**src/rtl/split_arb_pkg.sv**
```systemverilog
package split_arb_pkg;

    typedef enum logic [1:0] {
        RESP_OKAY  = 2'b00,
        RESP_ERROR = 2'b01,
        RESP_RETRY = 2'b10,
        RESP_SPLIT = 2'b11
    } bus_resp_e;

    // A split is taken only in the first (wait) cycle of the two-cycle response
    function automatic logic split_seen(input bus_resp_e code, input logic rdy);
        return (code == RESP_SPLIT) && !rdy;
    endfunction

endpackage

```
**src/rtl/split_mask_ctrl.sv**
```systemverilog
module split_mask_ctrl #(
    parameter int N_MASTERS = 4,
    localparam int IDW = (N_MASTERS > 1) ? $clog2(N_MASTERS) : 1
) (
    input  logic                   clk,
    input  logic                   rst,
    input  split_arb_pkg::bus_resp_e resp,
    input  logic                   ready,
    input  logic [IDW-1:0]         owner_id,
    input  logic [N_MASTERS-1:0]   split_release,
    output logic [N_MASTERS-1:0]   parked
);
    import split_arb_pkg::*;

    logic split_now;
    assign split_now = split_seen(resp, ready);

    for (genvar i = 0; i < N_MASTERS; i++) begin : g_park
        logic hit;
        assign hit = split_now && (owner_id == IDW'(i));

        always_ff @(posedge clk) begin
            if (rst) begin
                parked[i] <= 1'b0;
            end else if (hit) begin
                parked[i] <= 1'b1;      // a new split outranks a release
            end else if (split_release[i]) begin
                parked[i] <= 1'b0;
            end
        end


        park_on_split_chk: assert property (@(posedge clk) disable iff (rst)
            (resp == RESP_SPLIT && !ready && owner_id == IDW'(i)) |=> parked[i]);

        release_clears_chk: assert property (@(posedge clk) disable iff (rst)
            (split_release[i] && !(resp == RESP_SPLIT && !ready && owner_id == IDW'(i)))
            |=> !parked[i]);

        no_spurious_park_chk: assert property (@(posedge clk) disable iff (rst)
            (!parked[i] && !(resp == RESP_SPLIT && !ready)) |=> !parked[i]);
    end

endmodule

```
**src/rtl/prio_picker.sv**
```systemverilog
module prio_picker #(
    parameter int N_MASTERS      = 4,
    parameter int DEFAULT_MASTER = 0
) (
    input  logic [N_MASTERS-1:0] req,
    input  logic [N_MASTERS-1:0] parked,
    output logic [N_MASTERS-1:0] pick
);
    logic [N_MASTERS-1:0] eligible;
    logic [N_MASTERS:0]   taken;   // taken[i]: some index below i already won
    logic [N_MASTERS-1:0] winner;

    assign eligible = req & ~parked;
    assign taken[0] = 1'b0;

    for (genvar i = 0; i < N_MASTERS; i++) begin : g_chain
        assign winner[i]  = eligible[i] && !taken[i];
        assign taken[i+1] = taken[i] || eligible[i];
    end

    always_comb begin
        if (taken[N_MASTERS]) begin
            pick = winner;
        end else begin
            pick = '0;
            pick[DEFAULT_MASTER] = 1'b1;
        end
    end


    pick_onehot_chk: assert final ($onehot(pick));

    pick_eligible_chk: assert final (!taken[N_MASTERS] || ((pick & eligible) == pick));

endmodule

```
**src/rtl/grant_stage.sv**
```systemverilog
module grant_stage #(
    parameter int N_MASTERS      = 4,
    parameter int DEFAULT_MASTER = 0,
    localparam int IDW = (N_MASTERS > 1) ? $clog2(N_MASTERS) : 1
) (
    input  logic                 clk,
    input  logic                 rst,
    input  logic                 ready,
    input  logic [N_MASTERS-1:0] pick,
    output logic [N_MASTERS-1:0] grant,
    output logic [IDW-1:0]       owner_id
);
    localparam logic [N_MASTERS-1:0] RESET_GRANT = N_MASTERS'(1) << DEFAULT_MASTER;

    logic [IDW-1:0] grant_idx;

    always_comb begin
        grant_idx = '0;
        for (int i = 0; i < N_MASTERS; i++) begin
            if (grant[i]) grant_idx = IDW'(i);
        end
    end

    always_ff @(posedge clk) begin
        if (rst) begin
            grant    <= RESET_GRANT;
            owner_id <= IDW'(DEFAULT_MASTER);
        end else if (ready) begin
            grant    <= pick;
            owner_id <= grant_idx;
        end
    end


    grant_onehot_chk: assert property (@(posedge clk) disable iff (rst) $onehot(grant));

    hold_on_wait_chk: assert property (@(posedge clk) disable iff (rst)
        !ready |=> ($stable(grant) && $stable(owner_id)));

    owner_follows_chk: assert property (@(posedge clk) disable iff (rst)
        ready |=> grant_idx != owner_id || $past(grant) == grant);

endmodule

```
**src/rtl/split_bus_arbiter.sv**
```systemverilog
module split_bus_arbiter #(
    parameter int N_MASTERS      = 4,
    parameter int DEFAULT_MASTER = 0,
    localparam int IDW = (N_MASTERS > 1) ? $clog2(N_MASTERS) : 1
) (
    input  logic                 clk,
    input  logic                 rst,
    input  logic [N_MASTERS-1:0] req,
    input  logic                 ready,
    input  logic [1:0]           resp,
    input  logic [N_MASTERS-1:0] split_release,
    output logic [N_MASTERS-1:0] grant,
    output logic [IDW-1:0]       owner_id
);
    import split_arb_pkg::*;

    bus_resp_e            resp_code;
    logic [N_MASTERS-1:0] parked;
    logic [N_MASTERS-1:0] pick;

    assign resp_code = bus_resp_e'(resp);

    split_mask_ctrl #(.N_MASTERS(N_MASTERS)) u_mask (
        .clk          (clk),
        .rst          (rst),
        .resp         (resp_code),
        .ready        (ready),
        .owner_id     (owner_id),
        .split_release(split_release),
        .parked       (parked)
    );

    prio_picker #(.N_MASTERS(N_MASTERS), .DEFAULT_MASTER(DEFAULT_MASTER)) u_pick (
        .req   (req),
        .parked(parked),
        .pick  (pick)
    );

    grant_stage #(.N_MASTERS(N_MASTERS), .DEFAULT_MASTER(DEFAULT_MASTER)) u_grant (
        .clk     (clk),
        .rst     (rst),
        .ready   (ready),
        .pick    (pick),
        .grant   (grant),
        .owner_id(owner_id)
    );

    for (genvar i = 0; i < N_MASTERS; i++) begin : g_chk
        if (i != DEFAULT_MASTER) begin : g_nd

            parked_not_granted_chk: assert property (@(posedge clk) disable iff (rst)
                (ready && parked[i]) |=> !grant[i]);

            grant_needs_req_chk: assert property (@(posedge clk) disable iff (rst)
                (ready && !req[i]) |=> !grant[i]);
        end
    end

endmodule

```
**config.mk**
```make
export PLATFORM = sky130hd
export DESIGN_NAME = split_bus_arbiter
export DESIGN_NICKNAME = d
export VERILOG_FILES = /design/src/rtl/split_arb_pkg.sv /design/src/rtl/split_mask_ctrl.sv /design/src/rtl/prio_picker.sv /design/src/rtl/grant_stage.sv /design/src/rtl/split_bus_arbiter.sv
export SDC_FILE = /design/constraint.sdc
export NUM_CORES = 1
export LEC_CHECK = 0
export BUFFER_PORTS_ARGS = -buffer_cell sky130_fd_sc_hd__buf_2
export CORE_AREA = 4 4 41 43
export CTS_CLUSTER_DIAMETER = 60
export DETAILED_ROUTE_END_ITERATION = 10
export DIE_AREA = 0 0 45 47
export PLACE_DENSITY_LB_ADDON = 0.2
export SYNTH_ARGS = -nofsm -noshare
export SYNTH_HDL_FRONTEND = slang
export SYNTH_SLANG_ARGS = --single-unit
```
**constraint.sdc**
```tcl
create_clock -name clk -period 1.6 [get_ports clk]
set_clock_uncertainty 0.05 [all_clocks]
set_input_delay 0.24 -clock clk [delete_from_list [all_inputs] [get_ports clk]]
set_output_delay 0.24 -clock clk [all_outputs]
set_load 0.005 [all_outputs]
```
==> flow_summary_export.csv, run 1 <==
group,metric,value,unit
synth,synth_xor_area_share,0,%
setup_path,crit_type,"register to output pin",
clocking,cts_tree,"built",
synth,ys_seq_elements,10,
place,io_buffers,18,
finish,area_growth,25.0,%
synth,synth_mux_area_share,0,%
global_route,antenna_found_initial,0,
floorplanning,dieArea,2120,µm²
clocking,cts_buffers,3,
sta,setup_viol,0,
finish,final_cell_count_no_fill,84,
routing,drtAntennaViolNets,0,
synth,synth_most_common_cell,"dfxtp_1",
synth,mappedNetlistArea,450,µm²
global_route,grt_overflow,0,
worst_hold_path,whs_endpoint,"u_mask.parked[3]",
global_route,first_global_vias,382,
clocking,clockRootBuffer,"clkbuf_4",
synth,synth_cell_types,17,
sta,fin_crit,1080,ps
setup_path,crit_chain,"buf_2",
global_route,grt_pass1_wl,1590,µm
floorplanning,die_y,47,µm
power_and_ir_drop,vdd_drop_max,0.000379,V
routing,drt_wl_total,984,µm
synth,yosysSeqAreaShare,44.4,%
worst_hold_path,hold_class,"input pin to register",
synth,yosys.area.top_type,"dfxtp_1",
setup_path,critPathTopFamily,"flip-flops",
place,dp.cells,81,
setup_path,cpMaxStageDelayCell,"dfxtp_1",
clocking,clk_pin_slew,60,ps
clocking,cts_max_path_buffers,2,
status,outcome,"complete, no violations",
sta,fin_setup_tns,0,ps
setup_path,r2r_slack,550,ps
synth,synth_fa_ha_area_share,0,%
synth,synth_common_cells,"10 x dfxtp_1, 9 x nor2_1, 4 x nand2_1, 4 x nor2b_1, 4 x o41ai_1",
floorplanning,core_area,1300,µm²
synth,async_flop_share,0,%
clocking,post_cts_buffers,0,
floorplanning,die_x,45,µm
clocking,cts_max_level,1,
worst_hold_path,hold_start,"split_release[3]",
routing,drc_errors,0,
place,gp_congestion,0.699,
setup_path,cp_max_fo,5,
synth,synth-compound-area-share,21.1,%
routing,routedWlPerCell,11.7,µm
sta,period_share,67.6,%
global_route,grt_max_degree,15,
routing,routed_via_density,4.92,
sta,drv_slew,0,
sta,rsz0062_at_grt,"no",
floorplanning,ios,19,
clocking,clk_latency,260,ps
synth,synth-edff-count,0,
finish,antenna_cells,0,
sta,fmax,0.924,GHz
synth,synthFlopType,"dfxtp_1",
floorplanning,initial_utilization,34.6,%
clocking,cts_resized,0,
synth,syn_inst,50,
setup_path,cp.required,1310,ps
clocking,hold_buffers,0,
synth,synth_nets,63,
synth,synth_top_family_by_area,"simple AND/OR/NAND/NOR gates",
finish,drive_gt1_share,31.9,%
setup_path,critPathBufInv,1,
routing,drt_first_pass_iters,4,
synth,ys_warn_count,0,
setup_path,end_kind,"output pin",
synth,synth_simple_gate_area_share,27.8,%
synth,syn_avg_cell_area,9.01,µm²
sta,tightestPinTransition,308,ps
finish,num-fill-cells,147,
global_route,grt_use_total,10.7,%
floorplanning,placementRows,13,
worst_hold_path,holdPathStages,4,
setup_path,r2r-end,"u_grant.grant[3]",
routing,dr_total_vias,413,
finish,fin_nets,84,
flow_run,maxCapViolCount,0,
routing,drt_iter0_drc,12,
setup_path,start_kind,"register",
setup_path,worstReg2RegStart,"u_mask.parked[0]",
power_and_ir_drop,powerDensity,873,nW/µm²
setup_path,ff2ff_path_depth,3,
power_and_ir_drop,p_leak,0.257,nW
sta,hold_violations,0,
setup_path,cp.arrival,790,ps
setup_path,slowest_delay,390,ps
place,dp_hpwl,772,µm
clocking,clkSinkCount,10,
synth,yosysTopAreaCellShare,44.4,%
sta,slew_headroom,79.2,%
synth,synth_area_leaders,"dfxtp_1 44%, o41ai_1 7.8%, nor2_1 7.5%",
[cells in the final DEF (no fill, tap or decap)]
master    count
a22o_1        2
nand2b_1      3
o311a_1       1
o21bai_1      1
inv_1         3
nand2_1       4
clkbuf_4      3
nand3b_4      1
dfxtp_1      10
nor2b_1       4
a21oi_1       2
o41ai_1       4
buf_2        18
nor2_1        9
a211oi_1      2
nor3b_1       1
nand3_1       1
[metal layers]
layer  track usage (%)  share of wire, %
met3              2.30               8.5
met5                 0                 0
met1              14.9                48
met4              7.02              0.61
met2              14.7                42
[stage by stage]
stage / utilization, % / hold slack, ps / area, µm² / worst slack (ps) / power (mW)
after floorplan: - / 358 / 450 / 663 / 0.305
after global placement: 41.5 / 406 / 541 / 509 / 0.330
after detailed placement: 41.5 / 400 / 541 / 505 / 0.330
final: 43.3 / 196 / 563 / 518 / 0.491
after global routing: 43.3 / 198 / 563 / 438 / 0.520
after CTS: 43.3 / 191 / 563 / 501 / 0.500
[logic make-up (layout without fill, tap and decap cells)]
family / Yosys count / after routing
AOI/OAI and AO/OA: 12 / 12
buffers and inverters: 5 / 24
DFF: 10 / 10
and+or+nand+nor: 23 / 23
[power breakdown]
part           internal, mW  total, mW  switching [mW]
Clock                0.0866      0.167          0.0806
Sequential            0.257      0.264         0.00681
Combinational        0.0302     0.0604          0.0302
[sequential cells by signal, summed over array words and instances (netlist names)]
register / cells
u_grant.owner_id: 2
u_mask.parked: 4
u_grant.grant: 4
[final cells by class]
| type | count | area [µm²] | area share [%] |
|---|---|---|---|
| multi-input combinational | 35 | 220 | 39.1 |
| sequential | 10 | 200 | 35.6 |
| timing repair buffer | 18 | 90.1 | 16.0 |
| clock buffer | 3 | 22.5 | 4.00 |
| tap | 15 | 18.8 | 3.33 |
| inverter | 3 | 11.3 | 2.00 |
[worst max path at each step]
stage	start	end	cells past startpoint
2_1_floorplan	req[1]	u_grant.grant[0]	3
3_3_place_gp	req[1]	u_grant.grant[0]	4
3_5_place_dp	req[1]	u_grant.grant[0]	4
4_1_cts	u_grant.owner_id[0]	owner_id[0]	1
5_1_grt	u_grant.owner_id[0]	owner_id[0]	1
6_report	u_grant.owner_id[1]	owner_id[1]	1
No activity file was read; power rests on OpenSTA's default activity.
==> run 2, diff against run 1 <==
Clock period 1.6 ns to 1 ns, I/O delays scaled along.
==> flow_summary_export.csv, run 2 (synthesis results as in run 1) <==
group,metric,value,unit
setup_path,crit_chain,"buf_4, o41ai_4",
global_route,grt_max_degree,8,
sta,fin_setup_tns,0,ps
global_route,antenna_found_initial,0,
place,dp_hpwl,841,µm
setup_path,r2r_slack,30,ps
setup_path,ff2ff_path_depth,2,
sta,period_share,97.1,%
sta,fin_crit,971,ps
place,dp.cells,87,
routing,dr_total_vias,446,
global_route,first_global_vias,411,
finish,area_growth,49.7,%
sta,fmax,1.03,GHz
sta,whs,101,ps
flow_run,maxCapViolCount,0,
power_and_ir_drop,vdd_drop_max,0.000714,V
clocking,clkSinkCount,10,
setup_path,cp.required,1110,ps
finish,post-route-util,51.8,%
setup_path,crit_type,"register to register",
clocking,clockRootBuffer,"clkbuf_4",
place,place_ws,-13.1,ps
sta,rsz0062_at_grt,"yes",
routing,drt_wl_total,1140,µm
setup_path,cp_max_fo,3,
routing,routedWlPerCell,12.5,µm
floorplanning,ios,19,
place,io_buffers,18,
finish,antenna_cells,0,
floorplanning,die_x,45,µm
worst_hold_path,holdPathStages,4,
sta,hold_violations,0,
finish,fin_nets,91,
finish,final_common_cell,"buf_2",
clocking,clk_latency,260,ps
routing,drc_errors,0,
global_route,grt_use_total,11.3,%
global_route,grt_pass1_wl,1650,µm
sta,setup_viol,0,
power_and_ir_drop,powerDensity,1220,nW/µm²
global_route,grt_overflow,0,
clocking,cts_buffers,3,
sta,drv_slew,0,
floorplanning,placementRows,13,
finish,layout_common_cells,"18 x buf_2, 9 x nor2_1, 7 x buf_4, 6 x dfxtp_2",
finish,num-fill-cells,133,
setup_path,slowest_delay,340,ps
finish,design_area,674,µm²
finish,drive_gt1_share,55.3,%
floorplanning,die_y,47,µm
finish,final_cell_count_no_fill,91,
clocking,cts_max_level,1,
worst_hold_path,hold_class,"input pin to register",
routing,drt_iter0_drc,7,
power_and_ir_drop,p_total,0.820,mW
place,gp_congestion,0.749,
clocking,cts_max_path_buffers,2,
sta,slew_headroom,83.8,%
floorplanning,initial_utilization,34.6,%
sta,worst_slack,29.0,ps
setup_path,end_kind,"register",
power_and_ir_drop,p_leak,0.328,nW
finish,top_regs,"u_grant.grant x4, u_mask.parked x4, u_grant.owner_id x2",
setup_path,start_kind,"register",
routing,drtAntennaViolNets,0,
routing,drt_first_pass_iters,4,
setup_path,cp.arrival,1080,ps
place,postPlaceCellArea,586,µm²
setup_path,cpMaxStageDelayCell,"o41ai_4",
floorplanning,core_area,1300,µm²
clocking,cts_tree,"built",
floorplanning,dieArea,2120,µm²
sta,tightestPinTransition,240,ps
status,outcome,"complete, no violations",
routing,routed_via_density,4.90,
clocking,clk_pin_slew,60,ps
[run 2: cell types whose count changed in the layout (fill, tap and decap cells not counted), sizes merged]
cell	delta
buf	+7
[run 2: timing repair]
action	CTS	global route
setup endpoints to repair	3	8
resized for setup	3	11
cloned	0	0
pin swaps	0	3
setup buffers	0	1
hold buffers	0	0
[run 2: cell type report]
| cell class | count | area (µm²) | area share (%) |
|---|---|---|---|
| multi-input combinational | 35 | 272 | 40.3 |
| sequential | 10 | 208 | 30.8 |
| timing repair buffer | 25 | 143 | 21.2 |
| clock buffer | 3 | 22.5 | 3.34 |
| tap | 15 | 18.8 | 2.78 |
| inverter | 3 | 11.3 | 1.67 |
[run 2: report_power, final]
part,internal (mW),switching (mW),total [mW]
combinational,0.0715,0.0631,0.135
clock,0.138,0.124,0.262
sequential,0.413,0.0103,0.423
[run 2: critical path, delay by kind of cell (launching register included)]
kind            cells  cell delay [ps]
flops               1              330
buf+inv             1              150
compound gates      1              340
[run 2: path summary, 6_finish.rpt]
path                                     startpoint               end
worst max-delay path            u_grant.owner_id[0]  u_mask.parked[2]
worst min-delay path               split_release[1]  u_mask.parked[1]
worst max register to register  u_grant.owner_id[0]  u_mask.parked[2]
worst min register to register     u_mask.parked[1]  u_mask.parked[1]
[run 2: per-layer routing]
metal	vias to the layer above	part of all wire [%]	GRT usage [%]
met5	-	0	0
met4	0	0.97	5.26
met3	2	7.4	5.75
met2	18	50	17.5
met1	197	41	13.1
li1	229	-	-
==> run 3, diff against run 2 <==
--- a/config.mk
+++ b/config.mk
@@ -12,2 +12,3 @@
 export DIE_AREA = 0 0 45 47
+export GPL_TIMING_DRIVEN = 0
 export PLACE_DENSITY_LB_ADDON = 0.2
==> constraint.sdc (replaced) <==
create_clock -name clk -period 1 [get_ports clk]
set_clock_uncertainty 0.05 [all_clocks]
set_input_delay 0.1 -clock clk [delete_from_list [all_inputs] [get_ports clk]]
set_output_delay 0.1 -clock clk [all_outputs]
set_load 0.005 [all_outputs]
==> flow_summary_export.csv, run 3 (synthesis results as in run 1) <==
group,metric,value,unit
sta,fin_setup_tns,0,ps
setup_path,start_kind,"register",
floorplanning,die_x,45,µm
sta,tightestPinTransition,228,ps
sta,whs,42.7,ps
finish,drive_gt1_share,46.5,%
global_route,grt_pass1_wl,1510,µm
finish,design_area,617,µm²
routing,drtAntennaViolNets,0,
sta,setup_viol,0,
place,io_buffers,18,
global_route,antenna_found_initial,0,
floorplanning,die_y,47,µm
global_route,first_global_vias,383,
clocking,clockRootBuffer,"clkbuf_4",
sta,fmax,1.04,GHz
worst_hold_path,holdPathStages,4,
sta,fin_crit,966,ps
setup_path,slowest_delay,350,ps
routing,drt_wl_total,994,µm
routing,drt_first_pass_iters,3,
status,outcome,"complete, no violations",
finish,num-fill-cells,134,
sta,slew_headroom,84.6,%
power_and_ir_drop,vdd_drop_max,0.00104,V
setup_path,end_kind,"register",
floorplanning,placementRows,13,
place,dp_hpwl,729,µm
routing,routed_via_density,5.14,
global_route,grt_overflow,0,
place,gp_congestion,0.629,
finish,fin_nets,86,
power_and_ir_drop,p_seq_share,52.8,%
clocking,clk_latency,260,ps
power_and_ir_drop,p_total,0.804,mW
setup_path,crit_type,"register to register",
floorplanning,initial_utilization,34.6,%
clocking,cts_tree,"built",
finish,final_common_cell,"buf_2",
routing,routedWlPerCell,11.6,µm
worst_hold_path,hold_start,"split_release[2]",
clocking,clk_pin_slew,60,ps
clocking,clkSinkCount,10,
power_and_ir_drop,p_int,0.610,mW
finish,layout_common_cells,"18 x buf_2, 9 x nor2_1, 6 x dfxtp_1, 4 x nand2_1, 4 x dfxtp_2",
finish,antenna_cells,0,
setup_path,worstReg2RegStart,"u_mask.parked[1]",
power_and_ir_drop,switching_share,24.1,%
setup_path,ff2ff_path_depth,3,
setup_path,cp.arrival,1110,ps
sta,period_share,96.6,%
sta,drv_slew,0,
floorplanning,dieArea,2120,µm²
floorplanning,core_area,1300,µm²
power_and_ir_drop,powerDensity,1300,nW/µm²
setup_path,cp.required,1140,ps
clocking,cts_max_level,1,
global_route,grt_max_degree,11,
worst_hold_path,hold_class,"input pin to register",
setup_path,r2r_slack,30,ps
setup_path,r2r-end,"u_grant.grant[0]",
power_and_ir_drop,p_sw,0.194,mW
place,postPlaceCellArea,559,µm²
sta,hold_violations,0,
power_and_ir_drop,power.share.combinational,14.0,%
power_and_ir_drop,p_leak,0.286,nW
setup_path,crit_chain,"nor2b_2, o311a_1, o21bai_1",
setup_path,cpMaxStageDelayCell,"o311a_1",
global_route,grt_use_total,9.99,%
clocking,cts_buffers,3,
finish,top_regs,"u_grant.grant x4, u_mask.parked x4, u_grant.owner_id x2",
routing,drc_errors,0,
setup_path,critPathTopFamily,"compound AO/OA/AOI/OAI gates",
worst_hold_path,whs_endpoint,"u_mask.parked[2]",
power_and_ir_drop,p_clk_share,33.2,%
clocking,post_cts_buffers,0,
routing,dr_total_vias,442,
finish,area_growth,36.9,%
routing,drt_iter0_drc,2,
setup_path,critPathBufInv,0,
setup_path,cp_max_fo,3,
clocking,cts_max_path_buffers,2,
floorplanning,ios,19,
flow_run,maxCapViolCount,0,
-- run 3: repair_timing --
action,in CTS,in global routing
pin swaps,0,1
setup endpoints to repair,1,7
resized for setup,1,8
hold buffers,0,0
endpoints found under the hold margin,0,0
-- run 3: power groups by stage --
stage / Sequential [mW] / Clock, mW / Combinational (mW)
6_report: 0.424 / 0.267 / 0.112
3_3_place_gp: 0.431 / 0 / 0.104
5_1_grt: 0.426 / 0.295 / 0.124
2_1_floorplan: 0.431 / 0 / 0.0569
4_1_cts: 0.422 / 0.274 / 0.105
3_5_place_dp: 0.431 / 0 / 0.104
-- run 3: routing by layer --
layer,vias up,GRT usage (%),share of wire (%)
met1,202,12.6,44
met5,-,0,0
met2,16,15.0,46
met4,0,1.75,0.80
met3,2,5.75,9.4
li1,222,-,-
-- run 3: tightest hold or removal path, stage by stage --
cell and delay, ps:
buf_2 70, nor2_1 30, nand2_1 50, o41ai_1 50
-- run 3: how the worst max path moves through the flow --
stage                           startpoint          endpoint  cells past startpoint
after global placement    u_mask.parked[1]  u_grant.grant[0]                      3
final                     u_mask.parked[1]  u_grant.grant[0]                      3
after detailed placement  u_mask.parked[1]  u_grant.grant[0]                      3
after floorplan           u_mask.parked[1]  u_grant.grant[0]                      3
after global routing      u_mask.parked[1]  u_grant.grant[0]                      3
after CTS                 u_mask.parked[1]  u_grant.grant[0]                      3
-- run 3: layout make-up --
class / count / area, µm² / area share, %
Multi-Input combinational cell: 35 / 250 / 40.6
Sequential cell: 10 / 205 / 33.3
Timing Repair Buffer: 18 / 90.1 / 14.6
Clock buffer: 3 / 22.5 / 3.65
Buffer: 2 / 18.8 / 3.04
Tap cell: 15 / 18.8 / 3.04
Inverter: 3 / 11.3 / 1.83
-- run 3: through the flow --
stage	instances	util (%)	setup slack, ps
after floorplan	50	-	72.8
after global placement	83	43.0	9.64
after detailed placement	83	43.0	7.74
after CTS	86	44.8	11.1
after global routing	86	47.4	-1.57
final	86	47.4	34.4
